[config.mk]
export PLATFORM = sky130hd
export DESIGN_NAME = meas_seq_ctrl
export DESIGN_NICKNAME = d
export VERILOG_FILES = /design/src/rtl/msc_pkg.sv /design/src/rtl/msc_sync_delay.sv /design/src/rtl/msc_core_stub.sv /design/src/rtl/msc_trigger.sv /design/src/rtl/msc_regs.sv /design/src/rtl/meas_seq_ctrl.sv
export SDC_FILE = /design/constraint.sdc
export NUM_CORES = 1
export LEC_CHECK = 0
export BUFFER_PORTS_ARGS = -buffer_cell sky130_fd_sc_hd__buf_2
export CELL_PAD_IN_SITES_DETAIL_PLACEMENT = 0
export CELL_PAD_IN_SITES_GLOBAL_PLACEMENT = 1
export CORE_MARGIN = 1.5
export CORE_UTILIZATION = 47
export DETAILED_ROUTE_END_ITERATION = 16
export GPL_ROUTABILITY_DRIVEN = 1
export GPL_TIMING_DRIVEN = 0
export PLACE_DENSITY_LB_ADDON = 0.1
export SETUP_SLACK_MARGIN = 0.05
export SLEW_MARGIN = 40
export SYNTH_ARGS = -nofsm -noshare
export SYNTH_HDL_FRONTEND = slang
export SYNTH_SLANG_ARGS = --single-unit
[constraint.sdc]
create_clock -name clk -period 4 [get_ports clk]
set_input_delay 0.4 -clock clk [delete_from_list [all_inputs] [get_ports clk]]
set_output_delay 0.4 -clock clk [all_outputs]
set_load 0.1 [all_outputs]
[src/rtl/msc_pkg.sv]
// Package: shared widths, register addresses and flag bit positions for the
// measurement trigger and interrupt controller.
// Assumes: a 4-bit word address and 8-bit write data on the register port.
package msc_pkg;
    localparam int ADDR_W = 4;
    localparam int WD_W   = 8;
    localparam int NFLAG  = 4;

    localparam logic [ADDR_W-1:0] A_CTRL   = 4'd0;
    localparam logic [ADDR_W-1:0] A_START  = 4'd1;
    localparam logic [ADDR_W-1:0] A_MODE   = 4'd2;
    localparam logic [ADDR_W-1:0] A_EVCFG  = 4'd3;
    localparam logic [ADDR_W-1:0] A_IECLR  = 4'd4;
    localparam logic [ADDR_W-1:0] A_IESET  = 4'd5;
    localparam logic [ADDR_W-1:0] A_FLAGS  = 4'd6;
    localparam logic [ADDR_W-1:0] A_STATUS = 4'd7;
    localparam logic [ADDR_W-1:0] A_BUSY   = 4'd8;
    localparam logic [ADDR_W-1:0] A_RESULT = 4'd9;

    localparam int F_RDY = 0;
    localparam int F_OVR = 1;
    localparam int F_WIN = 2;
    localparam int F_OVF = 3;

    localparam int C_SRST = 0;
    localparam int C_EN   = 1;
    localparam int C_STBY = 6;
    localparam int M_FREE = 4;
    localparam int E_EN   = 0;
    localparam int E_INV  = 1;
    localparam int E_WOUT = 2;
endpackage

[src/rtl/msc_sync_delay.sv]
// Module: settling delay for a control change.
// A kick raises busy for CYC cycles; done pulses in the last busy cycle.
// Assumes: CYC >= 1; kicks while busy are ignored; clr aborts the wait.
module msc_sync_delay #(
    parameter int CYC = 3
) (
    input  logic clk,
    input  logic rst_n,
    input  logic kick,
    input  logic clr,
    output logic busy,
    output logic done
);
    localparam int CW = (CYC > 1) ? $clog2(CYC) : 1;

    logic [CW-1:0] cnt_q;

    assign done = busy && (cnt_q == '0);

    // Count down the settling window after a kick.
    always_ff @(posedge clk) begin
        if (!rst_n || clr) begin
            busy  <= 1'b0;
            cnt_q <= '0;
        end else if (busy) begin
            if (cnt_q == '0) busy <= 1'b0;
            else             cnt_q <= cnt_q - 1'b1;
        end else if (kick) begin
            busy  <= 1'b1;
            cnt_q <= CW'(CYC - 1);
        end
    end
endmodule

[src/rtl/msc_core_stub.sv]
// Module: stand-in for the measurement core.
// It captures the sample on start and reports done LAT cycles later, with the
// low bits as the result and the top bit as the overflow indication.
// Assumes: start only arrives while idle; abort drops the conversion in flight.
module msc_core_stub #(
    parameter int RES_W = 24,
    parameter int LAT   = 4
) (
    input  logic             clk,
    input  logic             rst_n,
    input  logic             start,
    input  logic             abort,
    input  logic [RES_W:0]   sample,
    output logic             busy,
    output logic             done,
    output logic [RES_W-1:0] result,
    output logic             ovf
);
    localparam int LW = (LAT > 1) ? $clog2(LAT) : 1;
    localparam int AW = $clog2(LAT + 2);

    logic [LW-1:0]  cnt_q;
    logic [RES_W:0] cap_q;
    logic [AW-1:0]  age_q;

    assign result = cap_q[RES_W-1:0];
    assign ovf    = cap_q[RES_W];

    // Run the fixed-latency conversion and pulse done at its end.
    always_ff @(posedge clk) begin
        if (!rst_n || abort) begin
            busy  <= 1'b0;
            done  <= 1'b0;
            cnt_q <= '0;
        end else begin
            done <= 1'b0;
            if (busy) begin
                if (cnt_q == '0) begin
                    busy <= 1'b0;
                    done <= 1'b1;
                end else begin
                    cnt_q <= cnt_q - 1'b1;
                end
            end else if (start) begin
                busy  <= 1'b1;
                cnt_q <= LW'(LAT - 1);
            end
        end
    end

    // Hold the sample taken at start.
    always_ff @(posedge clk) begin
        if (!rst_n)     cap_q <= '0;
        else if (start && !busy) cap_q <= sample;
    end

    // Checker counter: cycles since the accepted start.
    always_ff @(posedge clk) begin
        if (!rst_n)                age_q <= '0;
        else if (start && !busy)   age_q <= '0;
        else if (busy)             age_q <= age_q + 1'b1;
    end

    p_latency_r12: assert property (@(posedge clk) disable iff (!rst_n)
        done |-> (age_q == AW'(LAT)));
endmodule

[src/rtl/msc_trigger.sv]
// Module: merges the three start sources into a single start strobe.
// Sources: software one-shot, event edge (optionally inverted), free-run.
// Assumes: ev_in is synchronous to clk; starts while the core is busy,
// the block is disabled or a reset is settling are dropped.
module msc_trigger (
    input  logic clk,
    input  logic rst_n,
    input  logic en_eff,
    input  logic blocked,
    input  logic core_busy,
    input  logic oneshot,
    input  logic ev_en,
    input  logic ev_inv,
    input  logic ev_in,
    input  logic freerun,
    output logic start_go
);
    logic ev_lvl;
    logic ev_prev_q;
    logic ev_rise;
    logic gate;

    assign ev_lvl  = ev_in ^ ev_inv;
    assign ev_rise = ev_lvl && !ev_prev_q;
    assign gate    = en_eff && !blocked && !core_busy;

    // Remember the previous effective event level for edge detection.
    always_ff @(posedge clk) begin
        if (!rst_n) ev_prev_q <= 1'b0;
        else        ev_prev_q <= ev_lvl;
    end

    // Combine sources behind the idle gate.
    always_comb begin
        start_go = gate && (oneshot || (ev_en && ev_rise) || freerun);
    end
endmodule

[src/rtl/msc_regs.sv]
// Module: register file, flag logic and interrupt line.
// Holds control, mode, event, enable and flag state; applies the settled
// enable and the software reset clear; records each completed result.
// Assumes: reads return data one cycle after the strobe; a flag set by the
// core wins over a clear in the same cycle.
module msc_regs
    import msc_pkg::*;
#(
    parameter int RES_W = 24
) (
    input  logic              clk,
    input  logic              rst_n,
    input  logic              bus_wr,
    input  logic              bus_rd,
    input  logic [ADDR_W-1:0] bus_addr,
    input  logic [WD_W-1:0]   bus_wdata,
    output logic [RES_W-1:0]  bus_rdata,
    input  logic              core_done,
    input  logic [RES_W-1:0]  core_res,
    input  logic              core_ovf,
    input  logic              win_hit,
    input  logic              srst_busy,
    input  logic              srst_done,
    input  logic              en_busy,
    input  logic              en_done,
    output logic              srst_kick,
    output logic              en_kick,
    output logic              en_eff,
    output logic              freerun,
    output logic              ev_en,
    output logic              ev_inv,
    output logic              oneshot,
    output logic              irq,
    output logic              win_evt
);
    logic             wr_ok;
    logic             rd_res;
    logic             ctrl_en_q;
    logic             ctrl_stby_q;
    logic             free_q;
    logic [2:0]       evcfg_q;
    logic [NFLAG-1:0] ien_q;
    logic [NFLAG-1:0] flags_q;
    logic [NFLAG-1:0] flags_n;
    logic [NFLAG-1:0] w1c;
    logic [NFLAG-1:0] fset;
    logic [NFLAG-1:0] fclr;
    logic             stat_ovf_q;
    logic [RES_W-1:0] res_q;
    logic [WD_W-1:0]  small_rd;

    assign wr_ok     = bus_wr && !srst_busy;
    assign rd_res    = bus_rd && (bus_addr == A_RESULT);
    assign srst_kick = wr_ok && (bus_addr == A_CTRL) && bus_wdata[C_SRST];
    assign en_kick   = wr_ok && (bus_addr == A_CTRL) && !bus_wdata[C_SRST]
                       && (bus_wdata[C_EN] != ctrl_en_q) && !en_busy;
    assign oneshot   = wr_ok && (bus_addr == A_START) && bus_wdata[0];
    assign freerun   = free_q;
    assign ev_en     = evcfg_q[E_EN];
    assign ev_inv    = evcfg_q[E_INV];
    assign irq       = |(flags_q & ien_q);

    // Flag next state: core events set, W1C writes and result reads clear.
    always_comb begin
        w1c = (wr_ok && (bus_addr == A_FLAGS)) ? bus_wdata[NFLAG-1:0] : '0;
        fset = '0;
        fset[F_RDY] = core_done;
        fset[F_OVR] = core_done && flags_q[F_RDY] && !rd_res && !w1c[F_RDY];
        fset[F_WIN] = core_done && win_hit;
        fset[F_OVF] = core_done && core_ovf;
        fclr = w1c;
        fclr[F_RDY] = w1c[F_RDY] || rd_res;
        flags_n = (flags_q & ~fclr) | fset;
    end

    // Control, mode and event configuration registers.
    always_ff @(posedge clk) begin
        if (!rst_n || srst_done) begin
            ctrl_en_q   <= 1'b0;
            ctrl_stby_q <= 1'b0;
            free_q      <= 1'b0;
            evcfg_q     <= '0;
            en_eff      <= 1'b0;
        end else begin
            if (wr_ok && (bus_addr == A_CTRL) && !bus_wdata[C_SRST]) begin
                ctrl_stby_q <= bus_wdata[C_STBY];
                if (en_kick) ctrl_en_q <= bus_wdata[C_EN];
            end
            if (wr_ok && (bus_addr == A_MODE))  free_q  <= bus_wdata[M_FREE];
            if (wr_ok && (bus_addr == A_EVCFG)) evcfg_q <= bus_wdata[2:0];
            if (en_done) en_eff <= ctrl_en_q;
        end
    end

    // Interrupt enable mask: set and clear through separate addresses.
    always_ff @(posedge clk) begin
        if (!rst_n || srst_done) begin
            ien_q <= '0;
        end else if (wr_ok && (bus_addr == A_IESET)) begin
            ien_q <= ien_q | bus_wdata[NFLAG-1:0];
        end else if (wr_ok && (bus_addr == A_IECLR)) begin
            ien_q <= ien_q & ~bus_wdata[NFLAG-1:0];
        end
    end

    // Flags, latest result, overflow status and window event pulse.
    always_ff @(posedge clk) begin
        if (!rst_n || srst_done) begin
            flags_q    <= '0;
            res_q      <= '0;
            stat_ovf_q <= 1'b0;
            win_evt    <= 1'b0;
        end else begin
            flags_q <= flags_n;
            win_evt <= core_done && win_hit && evcfg_q[E_WOUT];
            if (core_done) begin
                res_q      <= core_res;
                stat_ovf_q <= core_ovf;
            end
        end
    end

    // Read mux for the byte-wide registers.
    always_comb begin
        small_rd = '0;
        case (bus_addr)
            A_CTRL: begin
                small_rd[C_SRST] = srst_busy;
                small_rd[C_EN]   = ctrl_en_q;
                small_rd[C_STBY] = ctrl_stby_q;
            end
            A_MODE:   small_rd[M_FREE]      = free_q;
            A_EVCFG:  small_rd[2:0]         = evcfg_q;
            A_IECLR,
            A_IESET:  small_rd[NFLAG-1:0]   = ien_q;
            A_FLAGS:  small_rd[NFLAG-1:0]   = flags_q;
            A_STATUS: small_rd[0]           = stat_ovf_q;
            A_BUSY:   small_rd[1:0]         = {en_busy, srst_busy};
            default:  small_rd = '0;
        endcase
    end

    // Registered read data.
    always_ff @(posedge clk) begin
        if (!rst_n) begin
            bus_rdata <= '0;
        end else if (bus_rd) begin
            if (bus_addr == A_RESULT) bus_rdata <= res_q;
            else                      bus_rdata <= RES_W'(small_rd);
        end
    end

    p_rdy_set_r2: assert property (@(posedge clk) disable iff (!rst_n)
        (core_done && !srst_done) |=> flags_q[F_RDY]);

    p_overrun_r5: assert property (@(posedge clk) disable iff (!rst_n)
        (core_done && flags_q[F_RDY] && !rd_res && !srst_done
         && !(wr_ok && (bus_addr == A_FLAGS) && bus_wdata[F_RDY]))
        |=> flags_q[F_OVR]);

    p_w1c_zero_r8: assert property (@(posedge clk) disable iff (!rst_n)
        (wr_ok && (bus_addr == A_FLAGS) && (bus_wdata[NFLAG-1:0] == '0)
         && !core_done && !rd_res && !srst_done)
        |=> (flags_q == $past(flags_q)));

    p_srst_clear_r11: assert property (@(posedge clk) disable iff (!rst_n)
        $fell(srst_busy) |-> ((ien_q == '0) && (flags_q == '0) && !en_eff));
endmodule

[src/rtl/meas_seq_ctrl.sv]
// Module: top of the measurement trigger and interrupt controller.
// Wires the register file, start-source merge, two settling delays and the
// measurement core stub together.
// Assumes: all inputs synchronous to clk; synchronous active-low reset.
module meas_seq_ctrl
    import msc_pkg::*;
#(
    parameter int RES_W    = 24,
    parameter int LAT      = 4,
    parameter int SYNC_CYC = 3
) (
    input  logic             clk,
    input  logic             rst_n,
    input  logic             reg_wr,
    input  logic             reg_rd,
    input  logic [3:0]       reg_addr,
    input  logic [7:0]       reg_wdata,
    output logic [RES_W-1:0] reg_rdata,
    input  logic             ev_in,
    input  logic [RES_W:0]   sense_in,
    input  logic             win_hit_in,
    output logic             irq,
    output logic             win_evt
);
    logic srst_kick, srst_busy, srst_done;
    logic en_kick, en_busy, en_done;
    logic en_eff, freerun, ev_en, ev_inv, oneshot;
    logic start_go, core_busy, core_done, core_ovf;
    logic [RES_W-1:0] core_res;

    msc_regs #(.RES_W(RES_W)) u_regs (
        .clk(clk), .rst_n(rst_n),
        .bus_wr(reg_wr), .bus_rd(reg_rd), .bus_addr(reg_addr),
        .bus_wdata(reg_wdata), .bus_rdata(reg_rdata),
        .core_done(core_done), .core_res(core_res), .core_ovf(core_ovf),
        .win_hit(win_hit_in),
        .srst_busy(srst_busy), .srst_done(srst_done),
        .en_busy(en_busy), .en_done(en_done),
        .srst_kick(srst_kick), .en_kick(en_kick), .en_eff(en_eff),
        .freerun(freerun), .ev_en(ev_en), .ev_inv(ev_inv),
        .oneshot(oneshot), .irq(irq), .win_evt(win_evt)
    );

    msc_sync_delay #(.CYC(SYNC_CYC)) u_srst_sync (
        .clk(clk), .rst_n(rst_n), .kick(srst_kick), .clr(1'b0),
        .busy(srst_busy), .done(srst_done)
    );

    msc_sync_delay #(.CYC(SYNC_CYC)) u_en_sync (
        .clk(clk), .rst_n(rst_n), .kick(en_kick), .clr(srst_done),
        .busy(en_busy), .done(en_done)
    );

    msc_trigger u_trig (
        .clk(clk), .rst_n(rst_n), .en_eff(en_eff), .blocked(srst_busy),
        .core_busy(core_busy), .oneshot(oneshot), .ev_en(ev_en),
        .ev_inv(ev_inv), .ev_in(ev_in), .freerun(freerun),
        .start_go(start_go)
    );

    msc_core_stub #(.RES_W(RES_W), .LAT(LAT)) u_core (
        .clk(clk), .rst_n(rst_n), .start(start_go), .abort(srst_done),
        .sample(sense_in), .busy(core_busy), .done(core_done),
        .result(core_res), .ovf(core_ovf)
    );
endmodule

==> PnR_summary.wiki, run 1 <==
{| class="wikitable"
! Metric !! Value
|-
| Result of the run || finished, final reports clean
|-
| Fraction of post-synthesis cell area in the top cell type by area || 42.1%
|-
| Worst slew pin tran || 767 ps
|-
| Power per unit of standard cell area || 339 nW/um^2
|-
| Number of buffers added by the clock tree synthesis step || 9
|-
| Y dimension of the die || 104 um
|-
| Worst hold path startpoint || reg_wdata[6]
|-
| Async set-or-reset flop fraction in the synthesized netlist || 0%
|-
| Post-synthesis cell type with the largest combined area || dfxtp_1
|-
| RD Place Congestion || 0.878
|-
| Type of the worst min-delay path || in2reg
|-
| Most frequent standard cell in the layout excluding fill and tap cells || dfxtp_1
|-
| Final total negative setup slack || 0 ps
|-
| Area of the mapped netlist || 4810 sq um
|-
| Die span in x || 104 um
|-
| Maximum Capacitance Violations || 0
|-
| Leakage power of the design || 0.00196 uW
|-
| Final worst setup slack || 2050 ps
|-
| Vias || 4435
|-
| Maximum root-to-sink buffer count || 2
|-
| First DRT Iteration DRCs || 287
|-
| Required time at the worst-slack endpoint || 4250 ps
|-
| Post-layout instance count excluding filler cells || 756
|-
| H-Tree Level Count || 3
|-
| Number of cells on the worst hold path || 3
|-
| Unique cell type count in the Yosys netlist || 54
|-
| RR Startpoint || u_regs.evcfg_q[1]
|-
| Synthesized area per cell || 8.87 sq um
|-
| Worst setup slack before clock tree synthesis || 1960 ps
|-
| First-pass iteration count of the detailed router || 5
|-
| Depth of the most critical reg-to-reg path || 5
|-
| Placeable Area || 9860 sq um
|-
| Master of the slowest instance on the critical path || a31oi_1
|-
| Pin count of the biggest net entering global routing || 20
|-
| IO Count || 69
|-
| Number of nets in the synthesized netlist || 588
|-
| Antenna diode instance count || 0
|-
| Worst Skew || 11.8 ps
|-
| Critical path start-end classification || reg2reg
|-
| DRC || 0
|-
| Ratio of routed vias to standard cells || 5.87
|-
| Min Clock Period, post-route || 1950 ps
|-
| Commonest register cell after synthesis || dfxtp_1
|-
| Number of endpoints with negative hold slack in the final report || 0
|-
| Cts repair resizes || 0
|-
| Most frequent cells in the layout || dfxtp_1, buf_2, nand4_1
|-
| Post-route clock period utilization || 48.7%
|-
| Starting utilization of the core area || 48.7%
|-
| Cell count after placement || 740
|-
| Number of synthesized flops with an enable pin || 0
|-
| Post-DP HPWL || 9600 um
|-
| Area growth, synth to finish || 14.7%
|-
| Fraction of final layout cells with drive strength greater than 1 || 17.5%
|-
| Post-CTS Setup Bufs || 0
|-
| Global router's overall resource usage || 24.9%
|-
| Setup-violating endpoint count in the final report || 0
|-
| Maximum ir drop on the vdd rail || 0.235 mV
|-
| Number of nets at the end of the flow || 664
|-
| Peak Freq || 513 MHz
|-
| Final number of max-transition violations || 0
|-
| Total routed wirelength || 13200 um
|-
| Proportion of synthesized chip area in sequential cells || 42.1%
|-
| End of the worst register-to-register path || u_core.cap_q[20]
|-
| Source-to-sink clock delay at the later pin of the worst-skew pair || 380 ps
|-
| Number of synthesis warnings || 0
|-
| Clock root cell || clkbuf_8
|-
| First-pass GRT wire length || 21700 um
|-
| Crit path cell chain || xor2_1 > a31oi_1 > clkbuf_1 > nand4b_1 > o2111ai_1
|-
| ANT nets after route || 0
|-
| Terminating pin of the worst hold path || u_regs.ctrl_stby_q
|-
| CTS tree || yes
|-
| Port Buffers || 65
|-
| Area of the die || 10800 sq um
|-
| Highest net fanout along the worst path || 10
|-
| Vias in the first global route || 4022
|-
| Cells taking the most area after synthesis || dfxtp_1, mux2i_1, nand4_1
|-
| Wire length per cell after detailed routing || 17.4 um
|-
| Reg2Reg Setup Slack || 2050 ps
|-
| Syn Inst Count || 542
|-
| Worst hold margin || 249 ps
|-
| Overall overflow remaining after global route || 0
|-
| Setup repair after global routing missed its margin || false
|-
| Synthesis-stage register bit count || 101
|-
| Number of antenna violations at the first check in global routing || 0
|-
| Clock-pin slew reported for the worst setup and hold paths after clock tree synthesis || 110 ps
|-
| Row count || 36
|-
| Overall power || 1870 uW
|-
| Hold buffer count at cts || 0
|-
| Max-slew headroom || 48.9%
|-
| Number of sinks handled by clock tree synthesis || 101
|-
| Delay of the slowest cell on the worst path || 600 ps
|-
| CP Capture Type || flip-flop
|-
| CP startpoint kind || flip-flop
|-
| Arrival time of the worst setup path || 2200 ps
|}
==> per-layer routing <==
layer	vias up	track usage, %	share of wire [%]
li1	2150	-	-
met1	2119	38.0	50
met2	149	36.0	43
met3	17	4.32	6.6
met4	0	6.65	1.3
met5	-	0	0
==> synthesized netlist by cell type (2+ instances only) <==
library cell and instances:
dfxtp_1 101, nand4_1 50, nand2_1 44, nor2_1 40
nand3_1 36, mux2i_1 33, clkbuf_1 30, nand4b_1 25
o2111ai_1 25, a21boi_0 20, nand2b_1 19, buf_2 17
inv_1 11, nor2b_1 10, a21oi_1 8, o21ai_0 5
a22oi_1 4, and2_1 4, buf_6 4, a22o_1 3
and3_1 3, ha_1 3, nand3b_1 3, nor3b_1 3
o21a_1 3, o31ai_1 3, xor2_1 3, a32oi_1 2
and4bb_2 2, buf_1 2, o311a_1 2, o31a_1 2
==> worst max-delay path by stage <==
stage / start / endpoint / slack, ps / depth (start not counted)
final: u_regs.evcfg_q[1] / u_core.cap_q[20] / 2050 / 5
after global routing: u_regs.evcfg_q[1] / u_core.cap_q[19] / 1880 / 5
after detailed placement: ev_in / u_core.cap_q[20] / 1960 / 6
after global placement: ev_in / u_core.cap_q[18] / 1960 / 6
after floorplan: reg_addr[2] / u_core.cap_q[10] / 2520 / 6
after CTS: u_regs.evcfg_q[1] / u_core.cap_q[20] / 2110 / 5
==> metrics by stage <==
step | instance area (sq um) | util (%)
after floorplan | 4810 | -
after CTS | 5510 | 55.9
final | 5510 | 55.9
after global placement | 5300 | 53.7
after global routing | 5510 | 55.9
after detailed placement | 5300 | 53.7
==> cell type report <==
type	instances	area [sq um]
fillers	962	4350
multi-input cells	374	2480
flip-flops and latches	101	2020
repair buffers	65	325
plain buffers	55	263
well taps	133	166
clock buffers	9	124
clock inverters	7	91.3
inverters	12	45.0
==> logic make-up after synthesis <==
kind of cell	synth area share, %
DFF	42.1
muxes	6.87
adders and majority gates	0.781
and+or+nand+nor	29.2
xor gates and xnor gates	0.547
buffers and inverters	6.40
AOI/OAI and AO/OA	14.1
==> worst max-delay path, delay by kind of cell (launching register included) <==
family / cells / cell delay (ps)
compound gates: 2 / 710
buf+inv: 1 / 410
flops: 1 / 350
simple gates: 1 / 180
xor+xnor: 1 / 170
==> where the power goes <==
group / total (uW) / internal [uW] / switching, uW
clock: 718 / 308 / 410
combinational: 140 / 44.5 / 95.1
sequential: 1010 / 1010 / 2.37
==> sequential cells by signal, summed over array words and instances (netlist names), 2 cells and up, named ones only <==
| register | flops |
|---|---|
| u_regs.bus_rdata | 24 |
| u_core.cap_q | 25 |
| u_en_sync.cnt_q | 2 |
| u_core.cnt_q | 2 |
| u_srst_sync.cnt_q | 2 |
| u_regs.flags_q | 4 |
| u_regs.evcfg_q | 3 |
| u_regs.res_q | 24 |
Note: power is estimated with default switching activity, not from simulation.
==> run 2, diff against run 1 <==
- ABC_AREA: not set -> 1
- CORE_UTILIZATION: 47 -> 36
- clock period: 4 -> 1.6 ns (I/O delays scaled with it)
==> run 2 against run 1 <==
Clock power grew to 2.9 times the previous value. Sequential share of layout area is 3.6 points higher. Synthesized cell count is 4.4% higher. Non-clock buffer count is 25 lower. Critical endpoint is now irq.
==> PnR_summary.wiki, run 2 <==
{| class="wikitable"
! Metric !! Value
|-
| Power per unit of standard cell area || 977 nW/um^2
|-
| Arrival time of the worst setup path || 1280 ps
|-
| Y dimension of the die || 111 um
|-
| Overall power || 4910 uW
|-
| Combinational family with the most area after synthesis || simple AND/OR/NAND/NOR gates
|-
| Switching Share || 24.2%
|-
| Global router's overall resource usage || 18.6%
|-
| Final worst setup slack || 164 ps
|-
| Antenna diode instance count || 0
|-
| RD Place Congestion || 0.866
|-
| Final core area utilization || 44.2%
|-
| Post-synthesis cell type with the largest combined area || dfxtp_1
|-
| Wire length per cell after detailed routing || 13.9 um
|-
| Maximum Capacitance Violations || 0
|-
| Synthesized-area fraction occupied by and/or/nand/nor cells || 29.2%
|-
| Clock root cell || clkbuf_16
|-
| Largest registers || u_core.cap_q: 25 flops, u_regs.bus_rdata: 24 flops, u_regs.res_q: 24 flops
|-
| Cell count after placement || 775
|-
| Setup repair after global routing missed its margin || false
|-
| Master of the slowest instance on the critical path || dfxtp_1
|-
| Area of the die || 12300 sq um
|-
| Number of antenna violations at the first check in global routing || 0
|-
| Clock share of power || 42.7%
|-
| Post-DP HPWL || 8130 um
|-
| Number of nets at the end of the flow || 690
|-
| Synthesis-stage register bit count || 101
|-
| Worst Skew || 8.07 ps
|-
| Peak Freq || 696 MHz
|-
| Number of nets in the synthesized netlist || 612
|-
| Unique cell type count in the Yosys netlist || 32
|-
| Source-to-sink clock delay at the later pin of the worst-skew pair || 350 ps
|-
| DRC || 0
|-
| Maximum root-to-sink buffer count || 2
|-
| Number of sinks handled by clock tree synthesis || 101
|-
| H-Tree Level Count || 3
|-
| Number of endpoints with negative hold slack in the final report || 0
|-
| First-pass GRT wire length || 17800 um
|-
| Row count || 39
|-
| Xor/xnor cell area share of the yosys netlist || 0.210%
|-
| Max-slew headroom || 62.0%
|-
| Port Buffers || 66
|-
| Setup-violating endpoint count in the final report || 0
|-
| Fraction of the mapped netlist area in adder cells || 0.899%
|-
| Final total negative setup slack || 0 ps
|-
| Syn Inst Count || 566
|-
| CTS tree || yes
|-
| Vias || 3793
|-
| Internal Pwr Total || 3720 uW
|-
| Ratio of routed vias to standard cells || 4.79
|-
| Most frequent standard cell in the layout excluding fill and tap cells || nand2_1
|-
| Most frequent cells in the layout || nand2_1, dfxtp_1, a21oi_1
|-
| Highest net fanout along the worst path || 2
|-
| Number of synthesis warnings || 0
|-
| Part of the total power dissipated in combinational logic || 5.9%
|-
| IO Count || 69
|-
| Number of synthesized flops with an enable pin || 0
|-
| Top register by number of flip-flops || u_core.cap_q
|-
| Post-route clock period utilization || 89.7%
|-
| Type of the worst min-delay path || in2reg
|-
| Number of buffers added by the clock tree synthesis step || 9
|-
| Placeable Area || 11400 sq um
|-
| Worst slew pin tran || 569 ps
|-
| Result of the run || finished, final reports clean
|-
| Commonest register cell after synthesis || dfxtp_1
|-
| Area growth, synth to finish || 20.4%
|-
| First-pass iteration count of the detailed router || 5
|-
| Proportion of synthesized chip area in sequential cells || 48.4%
|-
| Async set-or-reset flop fraction in the synthesized netlist || 0%
|-
| Required time at the worst-slack endpoint || 1440 ps
|-
| Fraction of post-synthesis cell area in the top cell type by area || 48.4%
|-
| Post-layout instance count excluding filler cells || 792
|-
| Flip-flop count of the largest register after layout || 25
|-
| Delay of the slowest cell on the worst path || 350 ps
|-
| Min Clock Period, post-route || 1440 ps
|-
| Total routed wirelength || 11000 um
|-
| Compound-gate portion of the synthesized area || 14.1%
|-
| Pin count of the biggest net entering global routing || 18
|-
| Leakage power of the design || 0.00208 uW
|-
| Synthesized area per cell || 7.38 sq um
|-
| List of most frequent post-synthesis cells || nand2_1, dfxtp_1, a21oi_1
|-
| Share of cell area taken by muxes after synthesis || 0%
|-
| Die span in x || 111 um
|-
| Critical path start-end classification || reg2out
|-
| Worst setup slack before clock tree synthesis || -128 ps
|-
| Most instantiated library cell after synthesis || nand2_1
|-
| Maximum ir drop on the vdd rail || 0.672 mV
|-
| Crit path cell chain || inv_1 > o2111ai_2 > buf_4
|-
| Part of the total power dissipated in sequential elements || 51.4%
|-
| Final number of max-transition violations || 0
|-
| Area of the mapped netlist || 4180 sq um
|-
| CP startpoint kind || flip-flop
|-
| Cells taking the most area after synthesis || dfxtp_1, nand2_1, a21oi_1
|-
| First DRT Iteration DRCs || 138
|-
| Fraction of final layout cells with drive strength greater than 1 || 17.9%
|-
| Overall overflow remaining after global route || 0
|-
| Sw Pwr || 1190 uW
|-
| CP Capture Type || output pin
|-
| Clock-pin slew reported for the worst setup and hold paths after clock tree synthesis || 70 ps
|-
| Vias in the first global route || 3583
|-
| Starting utilization of the core area || 36.7%
|-
| ANT nets after route || 0
|}
==> run 2: cell types whose count changed after synthesis, sizes merged, moves of 14 or more <==
cell,before,now
nand2b,19,0
mux2i,33,0
nand4b,25,0
buf,24,10
inv,11,41
o2111ai,25,1
a21boi,21,0
nand2,45,165
nand3b,3,25
nand4,50,2
a21oi,8,88
==> run 2: final timing paths <==
check                startpoint                  to  slack, ps  cells after the start
max                   flip-flop                 irq        160                      3
min                reg_wdata[6]  u_regs.ctrl_stby_q         50                      3
max reg2reg   u_regs.evcfg_q[1]    u_core.cap_q[19]        180                      6
min reg2reg  u_en_sync.cnt_q[0]  u_en_sync.cnt_q[0]        460                      1
==> run 2: metal layers <==
layer / vias up / GRT usage (%) / routed length [um]
met5: - / 0 / 0
met4: 0 / 7.18 / 157
met3: 9 / 3.01 / 482
met2: 70 / 28.3 / 4720
met1: 1720 / 26.5 / 5660
li1: 1994 / - / -
==> run 2: repair_timing <==
action	CTS	global route
gates resized for setup	9	16
pin swaps	1	0
hold buffers	0	0
endpoints found under the setup margin	66	50
setup buffers	1	0
==> run 2: cells by family (layout without fill, tap and decap cells) <==
kind of cell | count (synthesis) | in the layout
AO/OA/AOI/OAI | 113 | 113
XOR/XNOR | 1 | 1
adder cells (fa/ha/maj) | 3 | 3
buffers and inverters | 70 | 153
flip-flops | 101 | 101
AND/OR/NAND/NOR | 278 | 278
==> run 2: area by class of cell <==
| class | count | area, sq um |
|---|---|---|
| flip-flops and latches | 101 | 2030 |
| repair buffers | 67 | 340 |
| multi-input cells | 395 | 1880 |
| plain buffers | 28 | 160 |
| clock inverters | 6 | 43.8 |
| fillers | 1213 | 6340 |
| well taps | 143 | 179 |
| inverters | 42 | 158 |
| clock buffers | 10 | 239 |
==> run 2: power groups by stage <==
stage / registers (uW) / clock network (uW) / logic [uW]
finish: 2520 / 2100 / 288
global route: 2520 / 2270 / 322
CTS: 2520 / 2160 / 289
detailed placement: 2580 / 0 / 283
global placement: 2580 / 0 / 282
floorplan: 2600 / 0 / 145
==> run 2: critical path: cells and delay by family, from the launching register on <==
family | cells | cell delay (ps)
buf+inv | 2 | 390
compound gates | 1 | 190
flops | 1 | 350
==> run 2: through the flow <==
step	hold slack (ps)	area [sq um]
final	46.4	5030
after global routing	60.1	5030
after CTS	33.0	5000
after detailed placement	399	4690
after global placement	395	4690
after floorplan	287	4180
